<file path="src/rtl/dma_evt_pkg.sv">
// Package: shared constants and types for the DMA channel event unit.
// Assumes: flag bit order is fixed because software decodes it.
package dma_evt_pkg;
    localparam int EVT_N = 5;

    localparam int EV_FULL = 0;
    localparam int EV_HALF = 1;
    localparam int EV_ACC  = 2;
    localparam int EV_SDE  = 3;
    localparam int EV_FIFO = 4;

    localparam logic [1:0] DIR_P2M = 2'b00;
    localparam logic [1:0] DIR_M2P = 2'b01;
    localparam logic [1:0] DIR_M2M = 2'b10;

    typedef enum logic [1:0] {
        ST_IDLE,
        ST_RUN,
        ST_WAIT_FIFO,
        ST_WAIT_DIS
    } xfer_st_e;
endpackage

</file>
<file path="src/rtl/dma_evt_finish.sv">
// Module: tracks one transfer and decides when the full and half completion
// events fire.
// Assumes: dir and flow_per stay stable during a transfer; start comes only
// when idle; halt is the error stop from dma_evt_stop.
module dma_evt_finish
    import dma_evt_pkg::*;
#(
    parameter int CNT_W = 16
) (
    input  logic             clk,
    input  logic             rst_n,
    input  logic             start,
    input  logic             flow_per,
    input  logic [1:0]       dir,
    input  logic [CNT_W-1:0] prog_cnt,
    input  logic [CNT_W-1:0] rem_cnt,
    input  logic             beat,
    input  logic             last_req_done,
    input  logic             fifo_empty,
    input  logic             sw_disable,
    input  logic             inflight_done,
    input  logic             halt,
    output logic             full_evt,
    output logic             half_evt,
    output logic             active
);
    localparam logic [CNT_W-1:0] CNT_ZERO = '0;

    xfer_st_e   st_q, st_d;
    logic       half_done_q;
    logic       infl_seen_q;
    logic [CNT_W-1:0] half_mark;
    logic       fifo_ok_dis;

    assign half_mark   = prog_cnt >> 1;
    assign active      = (st_q != ST_IDLE);
    assign fifo_ok_dis = (dir == DIR_M2P) || fifo_empty;

    // Next-state and event decode of the transfer tracker.
    always_comb begin
        st_d     = st_q;
        full_evt = 1'b0;
        half_evt = 1'b0;
        case (st_q)
            ST_IDLE: begin
                if (start) st_d = ST_RUN;
            end
            ST_RUN: begin
                if (halt) begin
                    st_d = ST_IDLE;
                end else begin
                    half_evt = beat && (rem_cnt == half_mark) && !half_done_q;
                    if (!flow_per && beat && (rem_cnt == CNT_ZERO)) begin
                        full_evt = 1'b1;
                        st_d     = ST_IDLE;
                    end else if (flow_per && last_req_done) begin
                        if ((dir != DIR_P2M) || fifo_empty) begin
                            full_evt = 1'b1;
                            st_d     = ST_IDLE;
                        end else begin
                            st_d = ST_WAIT_FIFO;
                        end
                    end else if (sw_disable) begin
                        st_d = ST_WAIT_DIS;
                    end
                end
            end
            ST_WAIT_FIFO: begin
                if (halt) begin
                    st_d = ST_IDLE;
                end else if (fifo_empty) begin
                    full_evt = 1'b1;
                    st_d     = ST_IDLE;
                end
            end
            ST_WAIT_DIS: begin
                if (halt) begin
                    st_d = ST_IDLE;
                end else if ((inflight_done || infl_seen_q) && fifo_ok_dis) begin
                    full_evt = 1'b1;
                    st_d     = ST_IDLE;
                end
            end
            default: st_d = ST_IDLE;
        endcase
    end

    // State register of the transfer tracker.
    always_ff @(posedge clk) begin
        if (!rst_n) st_q <= ST_IDLE;
        else        st_q <= st_d;
    end

    // Remembers that half completion already fired in this transfer.
    always_ff @(posedge clk) begin
        if (!rst_n)                       half_done_q <= 1'b0;
        else if (st_q == ST_IDLE && start) half_done_q <= 1'b0;
        else if (half_evt)                half_done_q <= 1'b1;
    end

    // Remembers in-flight completion while waiting for the FIFO after a disable.
    always_ff @(posedge clk) begin
        if (!rst_n)                    infl_seen_q <= 1'b0;
        else if (st_q != ST_WAIT_DIS)  infl_seen_q <= 1'b0;
        else if (inflight_done)        infl_seen_q <= 1'b1;
    end

    AST_FULL_ENDS: assert property (@(posedge clk) disable iff (!rst_n)
        full_evt |=> !active);
    AST_HALF_ONCE: assert property (@(posedge clk) disable iff (!rst_n)
        half_evt |=> !half_evt);
    AST_FIFO_HOLDS: assert property (@(posedge clk) disable iff (!rst_n)
        (st_q == ST_WAIT_FIFO && !fifo_empty) |-> !full_evt);
    AST_HALT_NO_FULL: assert property (@(posedge clk) disable iff (!rst_n)
        halt |-> !full_evt);
endmodule

</file>
<file path="src/rtl/dma_evt_stop.sv">
// Module: turns an error during an active transfer into a one-cycle stop request.
// Assumes: error inputs are not high on consecutive cycles of one transfer.
module dma_evt_stop (
    input  logic clk,
    input  logic rst_n,
    input  logic active,
    input  logic acc_err,
    input  logic fifo_err,
    output logic halt,
    output logic stop_req
);
    assign halt = active && (acc_err || fifo_err);

    // Registers the stop request one cycle after the error.
    always_ff @(posedge clk) begin
        if (!rst_n) stop_req <= 1'b0;
        else        stop_req <= halt;
    end

    AST_STOP_PULSE: assert property (@(posedge clk) disable iff (!rst_n)
        stop_req |=> !stop_req);
    AST_STOP_CAUSE: assert property (@(posedge clk) disable iff (!rst_n)
        stop_req |-> $past(acc_err || fifo_err));
    AST_IDLE_NO_STOP: assert property (@(posedge clk) disable iff (!rst_n)
        !active |=> !stop_req);
endmodule

</file>
<file path="src/rtl/dma_evt_flags.sv">
// Module: sticky event flags with write-one-to-clear and the masked interrupt.
// Assumes: evt bits are single-cycle or level; a set on the same cycle as a clear wins.
module dma_evt_flags #(
    parameter int N = 5
) (
    input  logic         clk,
    input  logic         rst_n,
    input  logic [N-1:0] evt,
    input  logic [N-1:0] clr,
    input  logic [N-1:0] ie,
    output logic [N-1:0] flags,
    output logic         irq
);
    for (genvar i = 0; i < N; i++) begin : g_flag
        // One sticky flag: set by its event, cleared by its strobe.
        always_ff @(posedge clk) begin
            if (!rst_n)      flags[i] <= 1'b0;
            else if (evt[i]) flags[i] <= 1'b1;
            else if (clr[i]) flags[i] <= 1'b0;
        end

        AST_FLAG_STICKY: assert property (@(posedge clk) disable iff (!rst_n)
            (flags[i] && !clr[i]) |=> flags[i]);
        AST_SET_WINS: assert property (@(posedge clk) disable iff (!rst_n)
            evt[i] |=> flags[i]);
    end

    assign irq = |(flags & ie);

    AST_IRQ_MASKED: assert property (@(posedge clk) disable iff (!rst_n)
        (ie == '0) |-> !irq);
endmodule

</file>
<file path="src/rtl/dma_chan_evt.sv">
// Module: top of the DMA channel event and interrupt unit.
// Assumes: inputs come from one channel's transfer engine, synchronous to clk.
module dma_chan_evt
    import dma_evt_pkg::*;
#(
    parameter int CNT_W = 16
) (
    input  logic             clk,
    input  logic             rst_n,
    input  logic             start,
    input  logic             flow_per,
    input  logic [1:0]       dir,
    input  logic [CNT_W-1:0] prog_cnt,
    input  logic [CNT_W-1:0] rem_cnt,
    input  logic             beat,
    input  logic             last_req_done,
    input  logic             fifo_empty,
    input  logic             sw_disable,
    input  logic             inflight_done,
    input  logic             acc_err,
    input  logic             sd_exc,
    input  logic             fifo_err,
    input  logic             fifo_exc,
    input  logic [4:0]       ie,
    input  logic [4:0]       clr,
    output logic [4:0]       flags,
    output logic             irq,
    output logic             stop_req
);
    logic             full_evt;
    logic             half_evt;
    logic             active;
    logic             halt;
    logic [EVT_N-1:0] evt;

    dma_evt_finish #(.CNT_W(CNT_W)) u_finish (
        .clk(clk), .rst_n(rst_n), .start(start), .flow_per(flow_per), .dir(dir),
        .prog_cnt(prog_cnt), .rem_cnt(rem_cnt), .beat(beat),
        .last_req_done(last_req_done), .fifo_empty(fifo_empty),
        .sw_disable(sw_disable), .inflight_done(inflight_done), .halt(halt),
        .full_evt(full_evt), .half_evt(half_evt), .active(active)
    );

    dma_evt_stop u_stop (
        .clk(clk), .rst_n(rst_n), .active(active), .acc_err(acc_err),
        .fifo_err(fifo_err), .halt(halt), .stop_req(stop_req)
    );

    // Gathers the five event sources into flag order.
    always_comb begin
        evt          = '0;
        evt[EV_FULL] = full_evt;
        evt[EV_HALF] = half_evt;
        evt[EV_ACC]  = acc_err;
        evt[EV_SDE]  = sd_exc;
        evt[EV_FIFO] = fifo_err || fifo_exc;
    end

    dma_evt_flags #(.N(EVT_N)) u_flags (
        .clk(clk), .rst_n(rst_n), .evt(evt), .clr(clr), .ie(ie),
        .flags(flags), .irq(irq)
    );

    AST_EXC_NO_STOP: assert property (@(posedge clk) disable iff (!rst_n)
        ((sd_exc || fifo_exc) && !acc_err && !fifo_err) |=> !stop_req);
    AST_EXC_KEEPS_RUN: assert property (@(posedge clk) disable iff (!rst_n)
        (active && sd_exc && !acc_err && !fifo_err && !beat && !last_req_done
         && !sw_disable) |=> active);
endmodule

</file>
<file path="config.mk">
export PLATFORM = sky130hd
export DESIGN_NAME = dma_chan_evt
export DESIGN_NICKNAME = d
export VERILOG_FILES = /design/src/rtl/dma_evt_pkg.sv /design/src/rtl/dma_evt_finish.sv /design/src/rtl/dma_evt_stop.sv /design/src/rtl/dma_evt_flags.sv /design/src/rtl/dma_chan_evt.sv
export SDC_FILE = /design/constraint.sdc
export NUM_CORES = 1
export LEC_CHECK = 0
export ABC_AREA = 1
export BUFFER_PORTS_ARGS = -buffer_cell sky130_fd_sc_hd__buf_4
export CORE_MARGIN = 3
export CORE_UTILIZATION = 36
export CTS_CLUSTER_DIAMETER = 200
export CTS_CLUSTER_SIZE = 28
export DETAILED_ROUTE_END_ITERATION = 8
export PLACE_DENSITY = 0.79
export REMOVE_ABC_BUFFERS = 1
export SYNTH_ARGS = -nofsm -noshare
export SYNTH_HDL_FRONTEND = slang
export SYNTH_SLANG_ARGS = --single-unit
export TNS_END_PERCENT = 100
</file>
<file path="constraint.sdc">
create_clock -name clk -period 1 [get_ports clk]
set_clock_uncertainty 0.05 [all_clocks]
set_input_delay 0 -clock clk [delete_from_list [all_inputs] [get_ports clk]]
set_output_delay 0 -clock clk [all_outputs]
set_load 0.02 [all_outputs]
</file>
==> results of run 1 <==
[cell families after synthesis]
kind of cell,Yosys count
xor gates and xnor gates,11
and+or+nand+nor,86
AOI/OAI and AO/OA,11
buffers and inverters,28
DFF,10
[final timing paths]
check,from,end,slack [ns]
worst max-delay path,u_finish.st_q[0]$_SDFFE_PN0P_,u_finish.st_q[1]$_SDFFE_PN0P_,-0.19
worst min-delay path,clr[0],u_flags.flags[0]$_SDFFE_PN0P_,0.04
worst max register to register,u_finish.st_q[0]$_SDFFE_PN0P_,u_finish.st_q[1]$_SDFFE_PN0P_,-0.19
worst min register to register,u_flags.flags[4]$_SDFFE_PN0P_,u_flags.flags[4]$_SDFFE_PN0P_,0.43
[Yosys cell counts (all sizes together)]
| library cell | number |
|---|---|
| a21oi | 6 |
| a221oi | 1 |
| and2 | 1 |
| dfxtp | 10 |
| inv | 28 |
| nand2 | 40 |
| nand3 | 13 |
| nand3b | 1 |
| nor2 | 26 |
| nor3 | 2 |
| o21ai | 4 |
| or2 | 3 |
| xnor2 | 7 |
| xor2 | 4 |
[repair_timing]
item / 4_1_cts / 5_1_grt
gates resized for setup: 21 / 8
setup endpoints to repair: 7 / 7
buffers inserted: 2 / 1
hold endpoints to repair: 8 / 0
hold buffers: 9 / 0
pin swaps: 14 / 10
[through the flow]
step,hold slack [ns],setup TNS [ns],worst slack [ns]
final,0.0358,-0.660,-0.193
after global routing,0.0529,-0.971,-0.240
after CTS,0.0288,-0.477,-0.180
after detailed placement,0.166,-0.535,-0.155
after global placement,0.162,-0.326,-0.108
after floorplan,0.0476,-0.0876,-0.0727
[where the power goes]
group	switching [W]	internal (W)	leakage [nW]	total, W
Sequential	0.0000688	0.000453	0.0844	0.000522
Combinational	0.000394	0.000409	0.762	0.000802
Clock	0.000140	0.000139	0.0138	0.000279
[routing by layer]
layer  vias to the layer above  wire, um  global-route usage
li1                        601         -                   -
met1                       513      1130               0.198
met2                        43      1830               0.413
met3                         4       170              0.0590
met4                         0        29              0.0526
met5                         -         0                   0
[worst min-delay path, cell delays in order]
cell and delay, ns:
buf_4 0.08, inv_1 0.03, nand2_1 0.05, nand3_1 0.07
nand2_1 0.05, inv_1 0.03
[final cells by class]
| type | instances | area, um^2 |
|---|---|---|
| Inverter | 28 | 105 |
| Timing Repair Buffer | 77 | 604 |
| Fill cell | 179 | 622 |
| Multi-Input combinational cell | 108 | 634 |
| Sequential cell | 10 | 210 |
| Clock buffer | 3 | 22.5 |
| Tap cell | 28 | 35.0 |
[registers in the layout, indices dropped and copies added (netlist names)]
signal,flops
u_finish.infl_seen_q,1
u_finish.half_done_q,1
u_finish.st_q,2
u_stop.stop_req,1
u_flags.flags,5
==> impl_metrics.py, run 1 <==
metrics = {
    "critical_path": {
        "start_kind": "flop",
        "worst-setup-path-type": "reg -> reg",
        "slowest_delay_ns": 0.38,
        "crit_chain": "nor2_4 > nand2_2 > nand2_1 > inv_1 > nand2_2 > nand2_4 > a21oi_2 > nor2_1",
        "path_depth": 8,
        "crit_fanout": 4,
        "crit_arrival_ns": 1.32,
        "required_ns": 1.12,
        "critPathCaptureType": "flop",
        "worst_path_max_delay_cell": "dfxtp_4",
        "ff2ff_path_depth": 8,
        "cp_common_cell": "nand2_2",
        "crit_family": "simple AND/OR/NAND/NOR gates",
        "path_buf_inv": 1,
    },
    "logic_synthesis": {
        "ys_seq_area_frac": 0.232,
        "synth.area.top_cells": "dfxtp_1, nand2_1, inv_1",
        "synth_xor_area_frac": 0.112,
        "yosys.area_share.adder": 0,
        "ys_ff_latch": 10,
        "yosysUniqueCellTypes": 22,
        "synth_compound_gate_area_share": 0.0726,
        "synth_top_area_frac": 0.232,
        "synth_top_family_by_area": "simple AND/OR/NAND/NOR gates",
        "synthesis.area_um2": 862,
        "muxShareOfSynthArea": 0,
        "syn_inst": 146,
        "ys.warnings.count": 0,
        "syn_avg_cell_area_um2": 5.90,
        "synthSimpleGateAreaFrac": 0.462,
        "synth_top_area_cell": "dfxtp_1",
    },
    "sta": {
        "worst_slew_pin_slew_ns": 0.251,
        "finalHoldViolCount": 0,
        "setup_violations": 6,
        "setup_slack_ns": -0.193,
        "relSlewSlack": 0.831,
        "fin_crit_ns": 1.19,
        "rsz0062_at_grt": "yes",
        "max_freq_mhz": 838,
        "fin_crit_sh": 1.19,
        "final-max-slew-violation-count": 0,
    },
    "route": {
        "vias": 1161,
        "drtIter0Drc": 15,
        "drcViolationCount": 0,
        "wirelength_um": 3150,
        "antenna_left": 0,
        "first_pass_iters": 4,
        "post_drt_wl_per_cell_um": 12.4,
        "vias_per_cell": 4.57,
    },
    "cells_and_area": {
        "fin_nets": 285,
        "final_cell_mix": "buf_4, nand2_1, inv_1",
        "stdcell_count": 254,
        "final_common_cell": "buf_4",
        "final_util": 0.722,
        "area_growth_pct": 86.9,
        "antenna-diode-count": 0,
        "fin_area_um2": 1610,
        "drive_above_1_share": 0.460,
    },
    "die": {
        "dieArea_um2": 3020,
        "io_pins": 64,
        "core_um2": 2230,
        "fp.dieW_um": 54.9,
        "fp-row-count": 17,
        "die_h_um": 54.9,
        "initial_utilization": 0.386,
    },
    "power": {
        "finalPower_w": 0.00160,
        "powerDensity_nw_per_um2": 995,
        "leakage_nw": 0.860,
        "vdd_ir_drop_max_mv": 0.915,
    },
    "global_routing": {
        "grt_pass1_wl_um": 4330,
        "grt_max_degree": 7,
        "gr-usage-all-layers": 0.205,
        "grt_pass1_vias": 1109,
        "antenna_found_initial": 0,
        "grt_overflow": 0,
    },
    "clocking": {
        "root_buffer": "clkbuf_4",
        "htreeDepth": 1,
        "cts_buffer_depth": 2,
        "cts_tree": "done",
        "clock_latency_ns": 0.27,
        "cts_sinks": 10,
        "numCtsBuffers": 3,
        "clkTransAtPathRegs_ns": 0.07,
    },
    "outcome": {
        "outcome": "finished, violations left",
        "violations": "setup timing",
    },
    "flow_run": {
        "cap_violations": 0,
    },
    "placed_design": {
        "post-dp-hpwl_um": 2290,
        "port-buffer-count": 62,
        "dp.cells": 239,
        "dpl_cell_area_um2": 1390,
        "gp_congestion": 0.930,
    },
    "min_path": {
        "min_delay_path_depth": 6,
        "hp-class": "in -> reg",
    },
}
(Power assumes the default switching activity.)
==> run 2: changes to the inputs <==
- CORE_ASPECT_RATIO: default -> 1.5
==> run 2 against run 1 <==
Utilization grew 0.27 points. Largest cell class unchanged. Sequential power shrank 1%. The run still ends with setup timing left. Clock power grew 28%. Register-to-register slack gained 0.04 ns. Cell count shrank 0.39%. Hold slack gained 0.014 ns. Flip-flop and latch count is the same. Fmax grew 3.7%. Routed wire length shrank 13%. Critical endpoint is now u_finish.half_done_q$_SDFFE_PP0P_. Sequential share of layout area shrank 0.20 points.
==> impl_metrics.py, run 2 (synthesis gave the netlist of run 1 again) <==
metrics = {
    "outcome": {
        "outcome": "finished, violations left",
        "violations": "setup timing",
    },
    "clocking": {
        "cts_buffer_depth": 2,
        "htreeDepth": 1,
        "numCtsBuffers": 3,
        "clock_latency_ns": 0.26,
        "clkTransAtPathRegs_ns": 0.06,
        "cts_sinks": 10,
        "root_buffer": "clkbuf_4",
        "cts_tree": "done",
    },
    "sta": {
        "setup_violations": 6,
        "final-max-slew-violation-count": 0,
        "fin_crit_sh": 1.15,
        "setup_tns_ns": -0.701,
        "worst_slew_pin_slew_ns": 0.274,
        "max_freq_mhz": 869,
        "finalHoldViolCount": 0,
        "rsz0062_at_grt": "yes",
        "setup_slack_ns": -0.151,
        "fin_crit_ns": 1.15,
        "relSlewSlack": 0.816,
    },
    "critical_path": {
        "worst-setup-path-type": "reg -> reg",
        "crit_fanout": 5,
        "rr_startpoint": "u_finish.st_q[1]$_SDFFE_PN0P_",
        "crit_arrival_ns": 1.29,
        "rrSetupSlack_ns": -0.15,
        "worst_path_max_delay_cell": "dfxtp_4",
        "crit_chain": "inv_2 > nand3_4 > nor3_2 > nand3_2 > a21oi_2",
        "r2r_end": "u_finish.half_done_q$_SDFFE_PP0P_",
        "slowest_delay_ns": 0.37,
        "required_ns": 1.14,
        "critPathCaptureType": "flop",
        "start_kind": "flop",
        "ff2ff_path_depth": 5,
    },
    "route": {
        "m1WireLength_um": 958,
        "antenna_left": 0,
        "drcViolationCount": 0,
        "vias_per_cell": 4.67,
        "route.met2.wl_um": 1470,
        "first_pass_iters": 4,
        "vias": 1182,
        "wirelength_um": 2740,
        "top_layer": "met4",
        "drtIter0Drc": 24,
        "dr_wl_met3_um": 276,
        "post_drt_wl_per_cell_um": 10.8,
    },
    "die": {
        "fp.dieW_um": 46.0,
        "die_h_um": 65.9,
        "fp-row-count": 21,
        "dieArea_um2": 3030,
        "core_um2": 2260,
        "initial_utilization": 0.382,
        "io_pins": 64,
    },
    "power": {
        "leakage_nw": 0.886,
        "vdd_ir_drop_max_mv": 1.07,
        "powerDensity_nw_per_um2": 1020,
    },
    "flow_run": {
        "cap_violations": 0,
    },
    "cells_and_area": {
        "reg_top3": "u_flags.flags (5), u_finish.st_q (2)",
        "largest_reg_flops": 5,
        "multi_input_area_um2": 629,
        "fillers": 183,
        "regMostFlops": "u_flags.flags",
        "seq_area_um2": 210,
        "final_common_cell": "buf_4",
        "area_growth_pct": 89.8,
        "final_util": 0.724,
        "final_cell_mix": "buf_4, nand2_1, inv_1",
        "antenna-diode-count": 0,
        "fin_nets": 288,
        "drive_above_1_share": 0.465,
    },
    "min_path": {
        "min_delay_path_depth": 5,
        "hp-class": "in -> reg",
        "min_from": "sw_disable",
        "worstHoldEndpoint": "u_finish.st_q[1]$_SDFFE_PN0P_",
    },
    "placed_design": {
        "post-dp-hpwl_um": 2040,
        "gp_congestion": 0.825,
        "port-buffer-count": 62,
    },
    "global_routing": {
        "grt_max_degree": 7,
        "grt_pass1_vias": 1070,
        "gr-usage-all-layers": 0.169,
        "grt_overflow": 0,
        "grt_pass1_wl_um": 3890,
        "antenna_found_initial": 0,
    },
}
## run 2: changes by cell type in the layout (fill, tap and decap cells not counted)
cell	change
nand3_1	-1
nand2_2	+1
nand3_2	+2
nand2_1	-1
nor2_1	+2
inv_1	+1
nand3_4	-1
clkbuf_8	+1
nor2_2	-2
buf_4	+3
inv_2	-1
## run 2: report_power, final
group	switching, W	internal, W	total, W
Combinational	0.000371	0.000429	0.000799
Clock	0.000136	0.000221	0.000357
Sequential	0.0000633	0.000453	0.000516
## run 2: cell type report
cell class | instances | area share
Multi-Input combinational cell | 108 | 0.385
Tap cell | 23 | 0.0176
Timing Repair Buffer | 80 | 0.383
Clock buffer | 4 | 0.0222
Sequential cell | 10 | 0.128
Inverter | 28 | 0.0642
## run 2: per-layer routing
metal	global-route usage	vias to the layer above
li1	-	610
met1	0.155	519
met2	0.322	49
met3	0.0327	4
met4	0.0854	0
met5	0	-
## run 2: how the worst max path moves through the flow
stage	from	slack, ns	end
after floorplan	u_finish.st_q[0]$_SDFFE_PN0P_	-0.07	u_finish.st_q[1]$_SDFFE_PN0P_
after detailed placement	u_finish.st_q[1]$_SDFFE_PN0P_	-0.15	u_finish.st_q[1]$_SDFFE_PN0P_
after global routing	u_flags.flags[0]$_SDFFE_PN0P_	-0.22	irq
after global placement	u_finish.st_q[1]$_SDFFE_PN0P_	-0.13	u_finish.st_q[1]$_SDFFE_PN0P_
final	u_finish.st_q[1]$_SDFFE_PN0P_	-0.15	u_finish.half_done_q$_SDFFE_PP0P_
after CTS	u_flags.flags[1]$_SDFFE_PN0P_	-0.15	irq
## run 2: repair_timing
| item | in CTS | in global routing |
|---|---|---|
| pin swaps | 8 | 7 |
| setup buffers | 2 | 1 |
| setup endpoints to repair | 6 | 7 |
| hold buffers | 9 | 0 |
| endpoints found under the hold margin | 8 | 0 |
| gates cloned | 0 | 0 |
| resized for setup | 18 | 9 |
## run 2: metrics by stage
stage	cell area, um^2	worst slack, ns	hold slack [ns]	instances	total power (W)
6_report	1640	-0.151	0.0497	253	0.00167
3_5_place_dp	1400	-0.150	0.164	237	0.00114
2_1_floorplan	862	-0.0727	0.0476	146	0.000823
4_1_cts	1600	-0.146	0.0253	252	0.00162
3_3_place_gp	1400	-0.132	0.157	237	0.00113
5_1_grt	1640	-0.220	0.0885	253	0.00179
## run 2: worst max-delay path: cells and delay by family, from the launching register on
| family | cells | cell delay [ns] |
|---|---|---|
| AO/OA/AOI/OAI | 1 | 0.16 |
| flip-flops | 1 | 0.37 |
| buffers and inverters | 1 | 0.07 |
| AND/OR/NAND/NOR | 3 | 0.44 |
==> run 3: changes to the inputs <==
- HOLD_SLACK_MARGIN: default -> 0.15
==> run 3 against run 2 <==
The run still ends with setup timing left. Critical path type unchanged. Critical path depth rose by 3. Clock power rose by 3%. Cell count rose by 1.6%. Total power rose by 2.3%. Non-clock buffer count rose by 4. Highest routed layer unchanged.
==> impl_metrics.py, run 3 (synthesis gave the netlist of run 1 again) <==
metrics = {
    "die": {
        "core_um2": 2260,
        "fp.dieW_um": 46.0,
        "die_h_um": 65.9,
        "io_pins": 64,
        "fp-row-count": 21,
        "dieArea_um2": 3030,
        "initial_utilization": 0.382,
    },
    "critical_path": {
        "ff2ff_path_depth": 8,
        "start_kind": "flop",
        "r2r_end": "u_finish.st_q[1]$_SDFFE_PN0P_",
        "crit_arrival_ns": 1.27,
        "rrSetupSlack_ns": -0.14,
        "required_ns": 1.12,
        "rr_startpoint": "u_finish.st_q[0]$_SDFFE_PN0P_",
        "crit_fanout": 4,
        "critPathCaptureType": "flop",
        "worst-setup-path-type": "reg -> reg",
    },
    "global_routing": {
        "antenna_found_initial": 0,
        "grt_overflow": 0,
        "gr-usage-all-layers": 0.175,
        "grt_pass1_wl_um": 4030,
        "grt_max_degree": 7,
        "grt_pass1_vias": 1092,
    },
    "cells_and_area": {
        "fin_area_um2": 1690,
        "final_util": 0.746,
        "fin_nets": 292,
        "final_common_cell": "buf_4",
        "fillers": 176,
        "reg_top3": "u_flags.flags (5), u_finish.st_q (2)",
        "stdcell_count": 257,
        "final_cell_mix": "buf_4, nand2_1, inv_1",
        "antenna-diode-count": 0,
        "area_growth_pct": 95.6,
        "regMostFlops": "u_flags.flags",
        "drive_above_1_share": 0.466,
        "largest_reg_flops": 5,
    },
    "sta": {
        "rsz0062_at_grt": "yes",
        "max_freq_mhz": 874,
        "worst_slew_pin_slew_ns": 0.257,
        "setup_violations": 6,
        "fin_crit_ns": 1.14,
        "whs_ns": 0.109,
        "finalHoldViolCount": 0,
        "fin_crit_sh": 1.14,
        "final-max-slew-violation-count": 0,
        "relSlewSlack": 0.827,
        "setup_slack_ns": -0.145,
    },
    "route": {
        "top_layer": "met4",
        "vias_per_cell": 4.69,
        "first_pass_iters": 4,
        "drcViolationCount": 0,
        "vias": 1206,
        "m1WireLength_um": 1000,
        "antenna_left": 0,
        "drtIter0Drc": 13,
        "route.met2.wl_um": 1490,
        "wirelength_um": 2870,
        "dr_wl_met3_um": 301,
        "post_drt_wl_per_cell_um": 11.2,
    },
    "clocking": {
        "cts_buffer_depth": 2,
        "numCtsBuffers": 3,
        "holdBufCountCts": 13,
        "clkTransAtPathRegs_ns": 0.06,
        "cts_sinks": 10,
        "cts_tree": "done",
        "htreeDepth": 1,
        "root_buffer": "clkbuf_4",
        "clock_latency_ns": 0.27,
    },
    "min_path": {
        "min_from": "prog_cnt[4]",
        "min_delay_path_depth": 6,
        "hp-class": "in -> reg",
        "worstHoldEndpoint": "u_flags.flags[1]$_SDFFE_PN0P_",
    },
    "placed_design": {
        "preCtsSetupSlack_ns": -0.150,
        "gp_congestion": 0.825,
        "dp.cells": 237,
        "port-buffer-count": 62,
        "post-dp-hpwl_um": 2040,
        "dpl_cell_area_um2": 1400,
    },
    "power": {
        "vdd_ir_drop_max_mv": 0.924,
        "leakage_nw": 0.914,
        "powerDensity_nw_per_um2": 1010,
    },
    "outcome": {
        "outcome": "finished, violations left",
        "violations": "setup timing",
    },
    "flow_run": {
        "cap_violations": 0,
    },
}
-- run 3: cell count changes in the layout (fill, tap and decap cells not counted) --
cell / change
inv_2: +1
nor3_2: -1
dlygate4sd3_1: +4
nor3_4: +1
a21oi_2: +1
inv_1: -1
a21oi_1: -1
-- run 3: worst max path at each step --
stage,to,cells after the start,from,slack [ns]
final,u_finish.st_q[1]$_SDFFE_PN0P_,8,u_finish.st_q[0]$_SDFFE_PN0P_,-0.14
after global routing,irq,5,u_flags.flags[0]$_SDFFE_PN0P_,-0.22
after CTS,irq,5,u_flags.flags[1]$_SDFFE_PN0P_,-0.15
after detailed placement,u_finish.st_q[1]$_SDFFE_PN0P_,6,u_finish.st_q[1]$_SDFFE_PN0P_,-0.15
after global placement,u_finish.st_q[1]$_SDFFE_PN0P_,6,u_finish.st_q[1]$_SDFFE_PN0P_,-0.13
after floorplan,u_finish.st_q[1]$_SDFFE_PN0P_,8,u_finish.st_q[0]$_SDFFE_PN0P_,-0.07
-- run 3: what timing repair did --
item	CTS	global route
buffers inserted	2	1
pin swaps	8	14
endpoints found under the setup margin	6	7
endpoints found under the hold margin	10	2
resized for setup	18	12
-- run 3: worst max-delay path: stages (launching register included) --
cell	delay, ns
dfxtp_4	0.37
nor2_4	0.13
nand2_2	0.07
nand2_2	0.06
inv_1	0.05
nand2_2	0.07
nand2_4	0.06
a21oi_2	0.14
nor2_1	0.04
-- run 3: per-layer routing --
metal,track usage,up-vias
met5,0,-
met4,0.0854,0
met3,0.0354,9
met2,0.336,55
met1,0.161,526
li1,-,616
-- run 3: area by class of cell --
cell class                 instances  area (um^2)  share of cell area
clock buffer                       4         36.3              0.0215
multi-input combinational        108          639               0.379
tap                               23         28.8              0.0171
inverter                          28          105              0.0623
sequential                        10          210               0.125
timing repair buffer              84          667               0.395
-- run 3: metrics by stage --
step | setup TNS [ns] | power, W
2_1_floorplan | -0.0876 | 0.000823
3_3_place_gp | -0.477 | 0.00113
3_5_place_dp | -0.541 | 0.00114
4_1_cts | -0.548 | 0.00163
5_1_grt | -1.05 | 0.00181
6_report | -0.639 | 0.00171
-- run 3: report_power, final --
part | leakage (nW) | internal (W) | total (W) | switching, W
logic | 0.809 | 0.000440 | 0.000827 | 0.000387
clock network | 0.0210 | 0.000222 | 0.000368 | 0.000146
registers | 0.0844 | 0.000453 | 0.000517 | 0.0000638
